## src/rtl/usr_pkg.sv

```systemverilog
package usr_pkg;
   localparam logic [1:0] SEL_KEEP = 2'b00;
   localparam logic [1:0] SEL_UP   = 2'b01;
   localparam logic [1:0] SEL_DOWN = 2'b10;
   localparam logic [1:0] SEL_LOAD = 2'b11;

   typedef enum logic [2:0] {
      OP_KEEP,
      OP_UP,
      OP_DOWN,
      OP_LOAD,
      OP_CLEAR
   } op_e;
endpackage

```

## src/rtl/usr_mode_dec.sv

```systemverilog
module usr_mode_dec
   import usr_pkg::*;
(
   input  logic       clr_n,
   input  logic [1:0] sel,
   output op_e        op,
   output logic       load_code
);
   always_comb begin
      load_code = (sel == SEL_LOAD);
      if (!clr_n) begin
         op = OP_CLEAR;
      end else begin
         unique case (sel)
            SEL_UP:   op = OP_UP;
            SEL_DOWN: op = OP_DOWN;
            SEL_LOAD: op = OP_LOAD;
            default:  op = OP_KEEP;
         endcase
      end
   end


   always_comb begin
      clear_wins_chk: assert (clr_n || op == OP_CLEAR);
   end
endmodule

```

## src/rtl/usr_bit_slice.sv

```systemverilog
module usr_bit_slice
   import usr_pkg::*;
(
   input  op_e  op,
   input  logic cur,
   input  logic from_below,
   input  logic from_above,
   input  logic par_in,
   output logic nxt
);
   always_comb begin
      unique case (op)
         OP_CLEAR: nxt = 1'b0;
         OP_UP:    nxt = from_below;
         OP_DOWN:  nxt = from_above;
         OP_LOAD:  nxt = par_in;
         default:  nxt = cur;
      endcase
   end
endmodule

```

## src/rtl/usr_port_ctl.sv

```systemverilog
module usr_port_ctl #(
   parameter int unsigned N_EN = 2
) (
   input  logic [N_EN-1:0] en_n,
   input  logic            load_code,
   output logic            pin_oe
);
   always_comb begin
      pin_oe = ~(|en_n) & ~load_code;
   end


   always_comb begin
      load_shuts_bus_chk: assert (!(load_code && pin_oe));
   end
endmodule

```

## src/rtl/usr_bidir_shreg.sv

```systemverilog
module usr_bidir_shreg
   import usr_pkg::*;
#(
   parameter int unsigned WIDTH = 8
) (
   input  logic             clk,
   input  logic             clr_n,
   input  logic [1:0]       sel,
   input  logic             ser_lo_in,
   input  logic             ser_hi_in,
   input  logic             oe_a_n,
   input  logic             oe_b_n,
   input  logic [WIDTH-1:0] pin_in,
   output logic [WIDTH-1:0] pin_out,
   output logic             pin_oe,
   output logic             tap_lo_out,
   output logic             tap_hi_out
);
   localparam int unsigned MSB = WIDTH - 1;

   if (WIDTH < 2) begin : g_bad_width
      $error("usr_bidir_shreg: WIDTH must be at least 2");
   end

   op_e              op;
   logic             load_code;
   logic [WIDTH-1:0] q;
   logic [WIDTH-1:0] q_nxt;

   usr_mode_dec u_dec (
      .clr_n     (clr_n),
      .sel       (sel),
      .op        (op),
      .load_code (load_code)
   );

   for (genvar i = 0; i < WIDTH; i++) begin : g_bit
      logic below;
      logic above;
      if (i == 0) begin : g_lo
         assign below = ser_lo_in;
      end else begin : g_lo
         assign below = q[i-1];
      end
      if (i == MSB) begin : g_hi
         assign above = ser_hi_in;
      end else begin : g_hi
         assign above = q[i+1];
      end
      usr_bit_slice u_slice (
         .op         (op),
         .cur        (q[i]),
         .from_below (below),
         .from_above (above),
         .par_in     (pin_in[i]),
         .nxt        (q_nxt[i])
      );
   end

   always_ff @(posedge clk) begin
      q <= q_nxt;
   end

   usr_port_ctl #(.N_EN(2)) u_port (
      .en_n      ({oe_b_n, oe_a_n}),
      .load_code (load_code),
      .pin_oe    (pin_oe)
   );

   assign pin_out    = q;
   assign tap_lo_out = q[0];
   assign tap_hi_out = q[MSB];


   keep_stable_chk: assert property (@(posedge clk) disable iff (!clr_n)
      (sel == SEL_KEEP) |=> $stable(pin_out));

   move_up_chk: assert property (@(posedge clk) disable iff (!clr_n)
      (sel == SEL_UP) |=> (pin_out == {$past(pin_out[MSB-1:0]), $past(ser_lo_in)}));

   move_down_chk: assert property (@(posedge clk) disable iff (!clr_n)
      (sel == SEL_DOWN) |=> (pin_out == {$past(ser_hi_in), $past(pin_out[MSB:1])}));

   load_take_chk: assert property (@(posedge clk) disable iff (!clr_n)
      (sel == SEL_LOAD) |=> (pin_out == $past(pin_in)));

   clear_zero_chk: assert property (@(posedge clk)
      !clr_n |=> (pin_out == '0));

   taps_follow_chk: assert property (@(posedge clk) disable iff (!clr_n)
      (tap_lo_out == pin_out[0]) && (tap_hi_out == pin_out[MSB]));
endmodule

```

## config.mk

```make
export PLATFORM = sky130hd
export DESIGN_NAME = usr_bidir_shreg
export DESIGN_NICKNAME = d
export VERILOG_FILES = /design/src/rtl/usr_pkg.sv /design/src/rtl/usr_mode_dec.sv /design/src/rtl/usr_bit_slice.sv /design/src/rtl/usr_port_ctl.sv /design/src/rtl/usr_bidir_shreg.sv
export SDC_FILE = /design/constraint.sdc
export NUM_CORES = 1
export LEC_CHECK = 0
export ABC_CLOCK_PERIOD_IN_PS = 1050
export BUFFER_PORTS_ARGS = -buffer_cell sky130_fd_sc_hd__buf_2
export CAP_MARGIN = 30
export CORE_UTILIZATION = 27
export CTS_CLUSTER_SIZE = 12
export DETAILED_ROUTE_END_ITERATION = 10
export MAX_ROUTING_LAYER = met4
export PLACE_DENSITY = 0.51
export REMOVE_ABC_BUFFERS = 1
export SYNTH_ARGS = -nofsm -noshare
export SYNTH_HDL_FRONTEND = slang
export SYNTH_SLANG_ARGS = --single-unit
```

## constraint.sdc

```tcl
create_clock -name clk -period 1.05 [get_ports clk]
set_input_delay 0.105 -clock clk [delete_from_list [all_inputs] [get_ports clk]]
set_output_delay 0.105 -clock clk [all_outputs]
set_load 0.02 [all_outputs]
```

==> results of run 1 <==
## logic make-up (layout without fill, tap and decap cells)
kind of cell,Yosys count,in the layout,share of synthesized area
AO/OA/AOI/OAI,9,9,0.118
buffers and inverters,11,32,0.158
flip-flops,8,8,0.473
multiplexers,8,8,0.158
AND/OR/NAND/NOR,12,12,0.0936
## power by group through the flow
stage	Clock [mW]	Combinational, mW	Sequential (mW)
6_report	0.239	0.184	0.400
2_1_floorplan	0	0.0552	0.446
3_3_place_gp	0	0.185	0.406
5_1_grt	0.260	0.201	0.404
4_1_cts	0.251	0.185	0.400
3_5_place_dp	0	0.184	0.407
## synthesized netlist by cell type
| master | number | share of area |
|---|---|---|
| sky130_fd_sc_hd__mux2i_1 | 8 | 0.16 |
| sky130_fd_sc_hd__a211oi_1 | 1 | 0.015 |
| sky130_fd_sc_hd__buf_6 | 1 | 0.022 |
| sky130_fd_sc_hd__nand2b_1 | 1 | 0.012 |
| sky130_fd_sc_hd__inv_1 | 1 | 0.0074 |
| sky130_fd_sc_hd__nor2_1 | 1 | 0.0074 |
| sky130_fd_sc_hd__o32ai_1 | 1 | 0.017 |
| sky130_fd_sc_hd__nand2_1 | 10 | 0.074 |
| sky130_fd_sc_hd__o22ai_1 | 7 | 0.086 |
| sky130_fd_sc_hd__edfxtp_1 | 8 | 0.47 |
| sky130_fd_sc_hd__buf_2 | 1 | 0.0098 |
| sky130_fd_sc_hd__buf_4 | 8 | 0.12 |
## stage by stage
stage / power [mW] / cell area, sq um / hold WS [ns]
after floorplan: 0.501 / 432 / 0.289
after global placement: 0.591 / 608 / 0.461
after CTS: 0.836 / 631 / 0.206
final: 0.823 / 631 / 0.215
after detailed placement: 0.591 / 608 / 0.466
after global routing: 0.866 / 631 / 0.240
## worst reg2reg max path: cells and delay by family (launching register included)
family	cells	cell delay, ns
AO/OA/AOI/OAI	1	0.10
flip-flops	1	0.41
multiplexers	1	0.18
## path summary, 6_finish.rpt
path              slack, ns         end       start  cells past startpoint
hold reg to reg        0.67  pin_out[3]  pin_out[4]                      2
setup / recovery       0.09  pin_out[6]  pin_out[6]                      1
setup reg to reg       0.10  pin_out[3]  pin_out[2]                      2
hold / removal         0.22  pin_out[7]   ser_hi_in                      3
## area by class of cell
cell class / instances / area share
clock buffer: 3 / 0.0357
inverter: 1 / 0.00595
multi-input combinational: 29 / 0.298
sequential: 8 / 0.381
tap: 25 / 0.0496
timing repair buffer: 28 / 0.230
## metal layers
| metal | vias to the layer above | track usage | share of wire | routed length, um |
|---|---|---|---|---|
| met4 | 0 | 0.0909 | 0.011 | 12 |
| li1 | 210 | - | - | - |
| met5 | - | - | 0 | 0 |
| met3 | 2 | 0.0476 | 0.065 | 72 |
| met1 | 183 | 0.180 | 0.52 | 583 |
| met2 | 20 | 0.130 | 0.40 | 444 |
==> results.txt, run 1 <==
* Outcome: completed
- Width of the die: 45.4 um
- The tool flagged a number of max-cap violations equal to 0.
* Multi-input logic area: 188 sq um
* Largest vdd supply drop: 0.000675 V
* Timing-limited maximum frequency: 1040 MHz
- Congestion Overflow GR: 0
- Iter 0 DRT Violations: 11
- First-pass GRT wire length: 1550 um
* Post-CTS setup buffer count: 0
* HPWL reported at the end of detailed placement: 788 um
- Area enclosed by the die boundary: 2060 sq um
- Worst Path Max Fanout: 3
- P_leak: 0.306 nW
- On the critical path, the stage with the largest delay is an instance of sky130_fd_sc_hd__edfxtp_1.
* Kind of critical path: register to primary output
- Setup violations remaining at the end of the flow were counted as 0.
- CTS built an H-tree with a depth of 1.
- Filler cell count in the final layout: 182
- Of the cells placed in the final design, the portion with a size suffix greater than 1 is 0.449.
- The number of global-route vias before repair was 346.
* Tightest Hold Check Type: primary input to register
- Area of the core: 1750 sq um
* Startpoint types: register
* Signal arrival time at the worst endpoint: 0.85 ns
* Combinational cell fraction of total power: 0.224
- Relative to the synthesized area, the layout overhead comes to 24.1%.
- Power share of the sequential group: 0.486
- The mapped netlist covers 508 sq um.
* Post-synthesis average cell area: 10.6 sq um
* Clock latency on the worst-skew pair: 0.25 ns
- Most used cells in the layout excluding fill and tap cells: sky130_fd_sc_hd__buf_2, sky130_fd_sc_hd__nand2_1, sky130_fd_sc_hd__mux2i_1, sky130_fd_sc_hd__edfxtp_1, sky130_fd_sc_hd__o22ai_1
- Final antenna-violating net count: 0
- NumNets Final: 87
- The number of antenna diodes in the final layout is 0.
* TritonCTS clock tree: done
- Number of distinct library cells after synthesis: 12
* GRT Resource Usage Total: 0.124
- On the worst path, the slowest cell contributes a delay of 0.42 ns.
- Synth Instances: 48
- Cts bufs inserted: 3
- In the routed design, unresolved DRC markers number 0.
- At the pin with the least slew margin, the transition time is 0.296 ns.
- Internal Dissipation: 0.588 mW
- The final hold violation count came to 0.
- For the final database, setup skew stands at 0.00499 ns.
- RePlAce Congestion: 0.688
* Worst slack after detailed placement: 0.0504 ns
- The cell family contributing the most delay on the critical path is flip-flops.
* Antenna violations before repair: 0
* Clock slew at reported path FFs: 0.05 ns
- Sum of negative setup slack: 0 ns
- Crit path buf inv count: 1
- Number of buffers inserted by hold repair at cts: 0
- Yosys printed 0 warnings.
- Critical path required time: 0.94 ns
- CTS saw 8 sinks.
- After the flow finishes, the layout carries non-filler instances totaling 94.
* Switch share: 0.285
- Pwr Density: 1310 nW/um^2
- Summing all flip-flop and latch instances after layout gives 240 sq um.
* DRT Pass-1 Iters: 4
* Flip-flop count of the largest register, all copies and words added: 8
- From bottom edge to top edge, the die measures 45.4 um.
* DRT Wirelength: 1110 um
- The worst pin sits at a relative slew slack of 0.803.
- Detailed routing inserted a total of 415 vias.
* Via density per instance: 4.41
- For this design the top-level I/O count stands at 27.
- Clk pwr share: 0.290
* Final cell utilization of the core: 0.361
- Pins over their slew limit: 0
- Quantity of I/O buffers inserted on ports: 26
- Summed over all nets, the switching power comes to 0.235 mW.
- Setup repair after global routing left no endpoint under its margin.
- Register bit count reported by yosys: 8
- Counting tap cells, the placed design contains a total of 91 instances.
- Once routing completed, OpenROAD measured the worst setup slack at 0.0909 ns.
- Pin count of the biggest net entering global routing: 13
- Cell-by-cell trace of the critical path: buf_2
- Portion of the post-synthesis area used by sequential elements: 0.473
- Most common cell after layout, fill and taps aside: sky130_fd_sc_hd__buf_2
* Initial standard-cell utilization of the core: 0.291
* CTS Buffer Depth: 2
- Count of cells resized by post-cts repair: 0
- Average routed wire per standard cell: 11.8 um
- The tree is rooted in a sky130_fd_sc_hd__clkbuf_4.
- Fin crit period: 0.959 ns
- Core Rows: 15
- Kind of end point of the critical path: primary output
- Part of the cycle the worst path needs: 0.913
No activity file was read; power rests on OpenSTA's default activity.
==> inputs of run 2 (changes only) <==
- CTS_BUF_LIST: default -> sky130_fd_sc_hd__clkbuf_2
==> results.txt, run 2 (same netlist as run 1, synthesis figures left out) <==
- The routed length on met1 is 555 um (-4.8%).
* Metal3 WL: 101 um (+40%)
- Cell-by-cell trace of the critical path: buf_2
- Flop2flop setup slack: 0.11 ns (about the same)
* Final setup viols: 0 (unchanged)
* Flip-flop count of the largest register, all copies and words added: 8 (unchanged)
* DRC Markers: 0 (unchanged)
- Library cell contributing the largest single delay on the critical path: sky130_fd_sc_hd__edfxtp_1
- Critical path required time: 0.94 ns (about the same)
- RePlAce Congestion: 0.688 (unchanged)
- Fin crit period: 0.952 ns (-0.00726 ns)
- The core box area was 1750 sq um (unchanged).
- Antenna cell count: 0 (unchanged)
- The number of routed nets with antenna violations is 0 (unchanged).
* R2r startpoint: pin_out[2]
- The power per cell area was 1240 nW/um^2 (-5.3%).
* Crit path buf inv count: 1 (unchanged)
- Timing-limited maximum frequency: 1050 MHz (+0.76%)
* Post-Route Hold Slack: 0.228 ns (+0.0125 ns)
* Final instance count without filler cells: 94 (unchanged)
- Relative slew slack: 0.805 (+0.00282)
* RSZ-0062 raised after global routing: false
* Most used cells in the layout excluding fill and tap cells: sky130_fd_sc_hd__buf_2, sky130_fd_sc_hd__nand2_1, sky130_fd_sc_hd__mux2i_1, sky130_fd_sc_hd__edfxtp_1, sky130_fd_sc_hd__o22ai_1
- The number of DRC markers after the initial detailed-route iteration was 9 (-2).
* Core Rows: 15 (unchanged)
- The signal arrival time at the worst endpoint was 0.85 ns (about the same).
- The worst setup path is captured at a primary output.
- Longest individual stage delay on the worst path: 0.43 ns (about the same)
- Congestion Overflow GR: 0 (unchanged)
* Average routed wire per standard cell: 11.7 um (-1.3%)
* Origin of the worst setup path: pin_out[6]
- The total die area came to 2060 sq um (unchanged).
- The number of nets at the end of the flow came to 87 (unchanged).
- The number of buffers inserted by post-CTS setup repair came to 0 (unchanged).
* Part of the cycle the worst path needs: 0.907 (-0.00692)
- Count of cells resized by post-cts repair: 0 (unchanged)
- DRT Wirelength: 1100 um (-1.3%)
- Antenna violations before repair: 0 (unchanged)
- Via density per instance: 4.36 (-1.2%)
- After detailed routing, no signal wire sits above met4.
- CTS Root Buffer Type: sky130_fd_sc_hd__clkbuf_2
- In this design, the largest share of critical-path delay is due to flip-flops.
* Number of vias in the routed layout: 410 (-1.2%)
* Startpoint types: register
- The die span in y came to 45.4 um (unchanged).
- The number of detailed-routing iterations run before antenna repair was 4 (unchanged).
- Share of cells above drive strength 1: 0.449 (unchanged)
- Startpoint of the most critical hold path: ser_hi_in
* Sum of negative setup slack: 0 ns (unchanged)
- The cts-stage hold buffer count is 0 (unchanged).
- Worst Path Max Fanout: 3 (unchanged)
* Kind of critical path: register to primary output
* Cts bufs inserted: 3 (unchanged)
* Pin count of the biggest net entering global routing: 13 (unchanged)
* Outcome: completed
- Initial standard-cell utilization of the core: 0.291 (unchanged)
* Vias in the first global route: 339 (-2.0%)
* Filler cell count in the final layout: 182 (unchanged)
* First-pass GRT wire length: 1560 um (+0.45%)
- The number of port buffers is 26 (unchanged).
- Number of placed instances with taps included: 91 (unchanged)
- The total routing usage reported by global routing was 0.124 (unchanged).
* Pins over their slew limit: 0 (unchanged)
- Met2 wirelength from detailed routing: 429 um (-3.4%)
- Clock latency on the worst-skew pair: 0.23 ns (-0.02 ns)
* Clock slew at reported path FFs: 0.08 ns (+0.03 ns)
- The count of clock tree sinks came to 8 (unchanged).
- Width of the die: 45.4 um (unchanged)
- The HPWL after detailed placement is 788 um (unchanged).
* Number of top-level pins: 27 (unchanged)
- The worst supply voltage drop on vdd was 0.000655 V (-3.0%).
- P_leak: 0.305 nW (-0.44%)
* Tightest Hold Check Type: primary input to register
* Area overhead of the layout relative to synthesis: 22.7%
- Post-route clock skew: 0.00267 ns (-0.00232 ns)
- TritonCTS built the clock tree.
- The buffer depth of the longest clock path was 2 (unchanged).
* Final hold violation count: 0 (unchanged)
- H-Tree Level Count: 1 (unchanged)
- Leaving out fill and tap cells, the most frequent cell in the layout is sky130_fd_sc_hd__buf_2.
- Number of max-cap violations: 0 (unchanged)
* Slew at the pin with the worst max-slew slack: 0.292 ns (-0.00423 ns)
## run 2: changes by cell type in the layout (fill, tap and decap cells not counted)
cell	delta
sky130_fd_sc_hd__clkbuf_4	-3
sky130_fd_sc_hd__clkbuf_2	+3
## run 2: final timing paths
check	to	cells past startpoint
min	pin_out[7]	3
max reg2reg	pin_out[3]	2
max	pin_out[6]	1
min reg2reg	pin_out[6]	2
## run 2: layer usage
metal,vias to the layer above,GRT usage
li1,211,-
met2,22,0.130
met1,175,0.180
met5,-,-
met4,0,0.0909
met3,2,0.0476
## run 2: where the power goes
part	switching [mW]	leakage (nW)	internal (mW)
Sequential	0.0183	0.0918	0.381
Clock	0.109	0.0125	0.0780
Combinational	0.108	0.200	0.0754
Total	0.236	0.305	0.534
## run 2: per-stage QoR
| stage | utilization | setup WS (ns) | power [mW] | area [sq um] |
|---|---|---|---|---|
| finish | 0.357 | 0.0981 | 0.770 | 623 |
| detailed placement | 0.348 | 0.0504 | 0.591 | 608 |
| global route | 0.357 | 0.0379 | 0.811 | 623 |
| CTS | 0.357 | 0.0768 | 0.782 | 623 |
| floorplan | - | -0.0275 | 0.501 | 432 |
| global placement | 0.348 | 0.0537 | 0.591 | 608 |
## run 2: cell type report
type	instances	area (sq um)	share of cell area
Inverter	1	3.75	0.00602
Multi-Input combinational cell	29	188	0.301
Tap cell	25	31.3	0.0502
Clock buffer	3	15.0	0.0241
Sequential cell	8	240	0.386
Timing Repair Buffer	28	145	0.233
==> inputs of run 3 (changes only) <==
- CORE_AREA: default -> 2 2 39 41
- CORE_UTILIZATION: 27 -> default
- DIE_AREA: default -> 0 0 41 43
- PLACE_DENSITY: 0.51 -> 0.68
==> results.txt, run 3 (same netlist as run 1, synthesis figures left out) <==
- Outcome: completed
- The number of detailed-routing iterations run before antenna repair was 4 (unchanged).
- RSZ-0062 raised after global routing: false
- The signal arrival time at the worst endpoint came to 0.83 ns (-0.02 ns).
* Fin crit period: 0.936 ns (-0.0161 ns)
- Pwr Density: 1250 nW/um^2 (+0.97%)
- STA classifies the critical path startpoint as a register.
- DRC Markers: 0 (unchanged)
- The worst path required time came to 0.94 ns (about the same).
* Kind of critical path: register to primary output
- Vias in the first global route: 362 (+6.8%)
- Post-route clock skew: 0.00330 ns (+0.000628 ns)
- Reg2reg end: pin_out[4]
- The sum of internal, switching and leakage power came to 0.763 mW (-0.86%).
- Congestion Overflow GR: 0 (unchanged)
- The hold-critical path depth came to 3 (unchanged).
- Share of cells above drive strength 1: 0.449 (unchanged)
- P_leak: 0.305 nW (unchanged)
- NumNets Final: 87 (unchanged)
- The vias after detailed routing is 433 (+5.6%).
- The sum of buffers and inverters on the critical path came to 1 (unchanged).
- The worst hold path begins at ser_hi_in.
- The number of maximum-capacitance constraint violations was 0 (unchanged).
- The max-slew violation count is 0 (unchanged).
- The worst setup path is captured at a primary output.
- The achievable frequency came to 1070 MHz (+1.7%).
* Largest vdd supply drop: 0.000641 V (-2.2%)
* Library cell contributing the largest single delay on the critical path: sky130_fd_sc_hd__edfxtp_1
- DRT Wirelength: 1050 um (-4.2%)
- The total clock buffers created by CTS is 3 (unchanged).
- For hold timing, the worst endpoint is pin_out[7].
- Clock latency on the worst-skew pair: 0.23 ns (about the same)
- Area enclosed by the die boundary: 1760 sq um (-14%)
- The effective utilization at floorplan was 0.367 (+0.0760).
* Area of the core: 1380 sq um (-21%)
* CTS Buffer Depth: 2 (unchanged)
* Via density per instance: 5.09 (+17%)
- Antenna cell count: 0 (unchanged)
- Clock slew at reported path FFs: 0.08 ns (about the same)
- The number of H-tree levels came to 1 (unchanged).
- The flip-flop count of the largest register, all copies and words added was 8 (unchanged).
* R2r startpoint: pin_out[3]
* Final cell utilization of the core: 0.442 (+0.0851)
- The number of buffers inserted by post-CTS setup repair is 0 (unchanged).
* Cell-by-cell trace of the critical path: buf_2
- Cells on worst reg2reg path: 2 (unchanged)
- Worst Path Max Fanout: 3 (unchanged)
- The setup slack of the most critical reg-to-reg path is 0.12 ns (about the same).
* First-pass GRT wire length: 1440 um (-7.5%)
- The cts-stage hold buffer count was 0 (unchanged).
- Family of cells with the greatest summed delay on the critical path: flip-flops
- The site row count was 14 (-1).
- Final setup viols: 0 (unchanged)
- In the layout the commonest cells are sky130_fd_sc_hd__buf_2, sky130_fd_sc_hd__nand2_1, sky130_fd_sc_hd__mux2i_1, sky130_fd_sc_hd__edfxtp_1, sky130_fd_sc_hd__o22ai_1.
- Post-Route Hold Slack: 0.230 ns (+0.00282 ns)
- The number of routed nets with antenna violations is 0 (unchanged).
- The slew at the pin closest to its max-slew limit is 0.285 ns (-0.00721 ns).
* Vert. Die Dim: 43 um (-5.2%)
- The routed length per placed instance is 12.4 um (+6.0%).
- GRT Resource Usage Total: 0.130 (+0.00565)
* Count of cells resized by post-cts repair: 0 (unchanged)
* RePlAce Congestion: 0.858 (+25%)
* Number of placed instances with taps included: 82 (-9.9%)
- The die boundary width came to 41 um (-9.6%).
- Longest individual stage delay on the worst path: 0.42 ns (about the same)
- The pin count of the biggest net entering global routing is 13 (unchanged).
* Antenna violations before repair: 0 (unchanged)
- The minimum setup slack after placement was 0.0830 ns (+0.0326 ns).
- The number of port buffers came to 26 (unchanged).
- The post-placement cell area was 597 sq um (-1.9%).
- TritonCTS clock tree: done
* Number of top-level pins: 27 (unchanged)
* Most common cell after layout, fill and taps aside: sky130_fd_sc_hd__buf_2
- The tree is rooted in a sky130_fd_sc_hd__clkbuf_2.
* Area of all placed cells without fillers: 612 sq um (-1.8%)
- Relative slew slack: 0.810 (+0.00481)
* Final setup margin: 0.114 ns (+0.0161 ns)
- Iter 0 DRT Violations: 12 (+3)
- The final worst-path cycle share is 0.891 (-0.0153).
- Area overhead of the layout relative to synthesis: 20.4%
* Clock tree sinks: 8 (unchanged)
- Final instance count without filler cells: 85 (-9.6%)
- Sum of negative setup slack: 0 ns (unchanged)
- The path class of the tightest hold or removal check is primary input to register.
- Final hold violation count: 0 (unchanged)
[run 3: cell counts in the layout (fill, tap and decap cells not counted)]
No cell type changed its count.
[run 3: worst max-delay path by stage]
stage / start / to / slack (ns) / depth (start not counted)
3_3_place_gp: sel[1] / pin_out[5] / 0.08 / 3
6_report: pin_out[3] / pin_out[3] / 0.11 / 1
5_1_grt: pin_out[3] / pin_out[4] / 0.04 / 2
2_1_floorplan: pin_out[0] / pin_out[1] / -0.03 / 2
3_5_place_dp: sel[1] / pin_out[2] / 0.08 / 3
4_1_cts: pin_out[0] / tap_lo_out / 0.09 / 1
[run 3: worst min-delay path, delay by kind of cell]
| family | cells | cell delay (ns) |
|---|---|---|
| AO/OA/AOI/OAI | 1 | 0.11 |
| buffers and inverters | 1 | 0.08 |
| AND/OR/NAND/NOR | 1 | 0.04 |
[run 3: final cells by class]
type	instances	area (sq um)
repair buffers	28	145
inverters	1	3.75
well taps	16	20.0
clock buffers	3	15.0
flip-flops and latches	8	240
fillers	141	772
multi-input cells	29	188
[run 3: where the power goes]
group	internal [mW]	switching, mW	leakage (nW)	total [mW]
clock network	0.0780	0.104	0.0125	0.182
logic	0.0756	0.108	0.200	0.184
registers	0.381	0.0170	0.0918	0.398
total	0.534	0.229	0.305	0.763
[run 3: layer usage]
layer | up-vias | part of all wire | global-route usage
li1 | 211 | - | -
met2 | 29 | 0.43 | 0.166
met3 | 4 | 0.079 | 0.0157
met5 | - | 0 | -
met1 | 189 | 0.46 | 0.179
met4 | 0 | 0.024 | 0.100
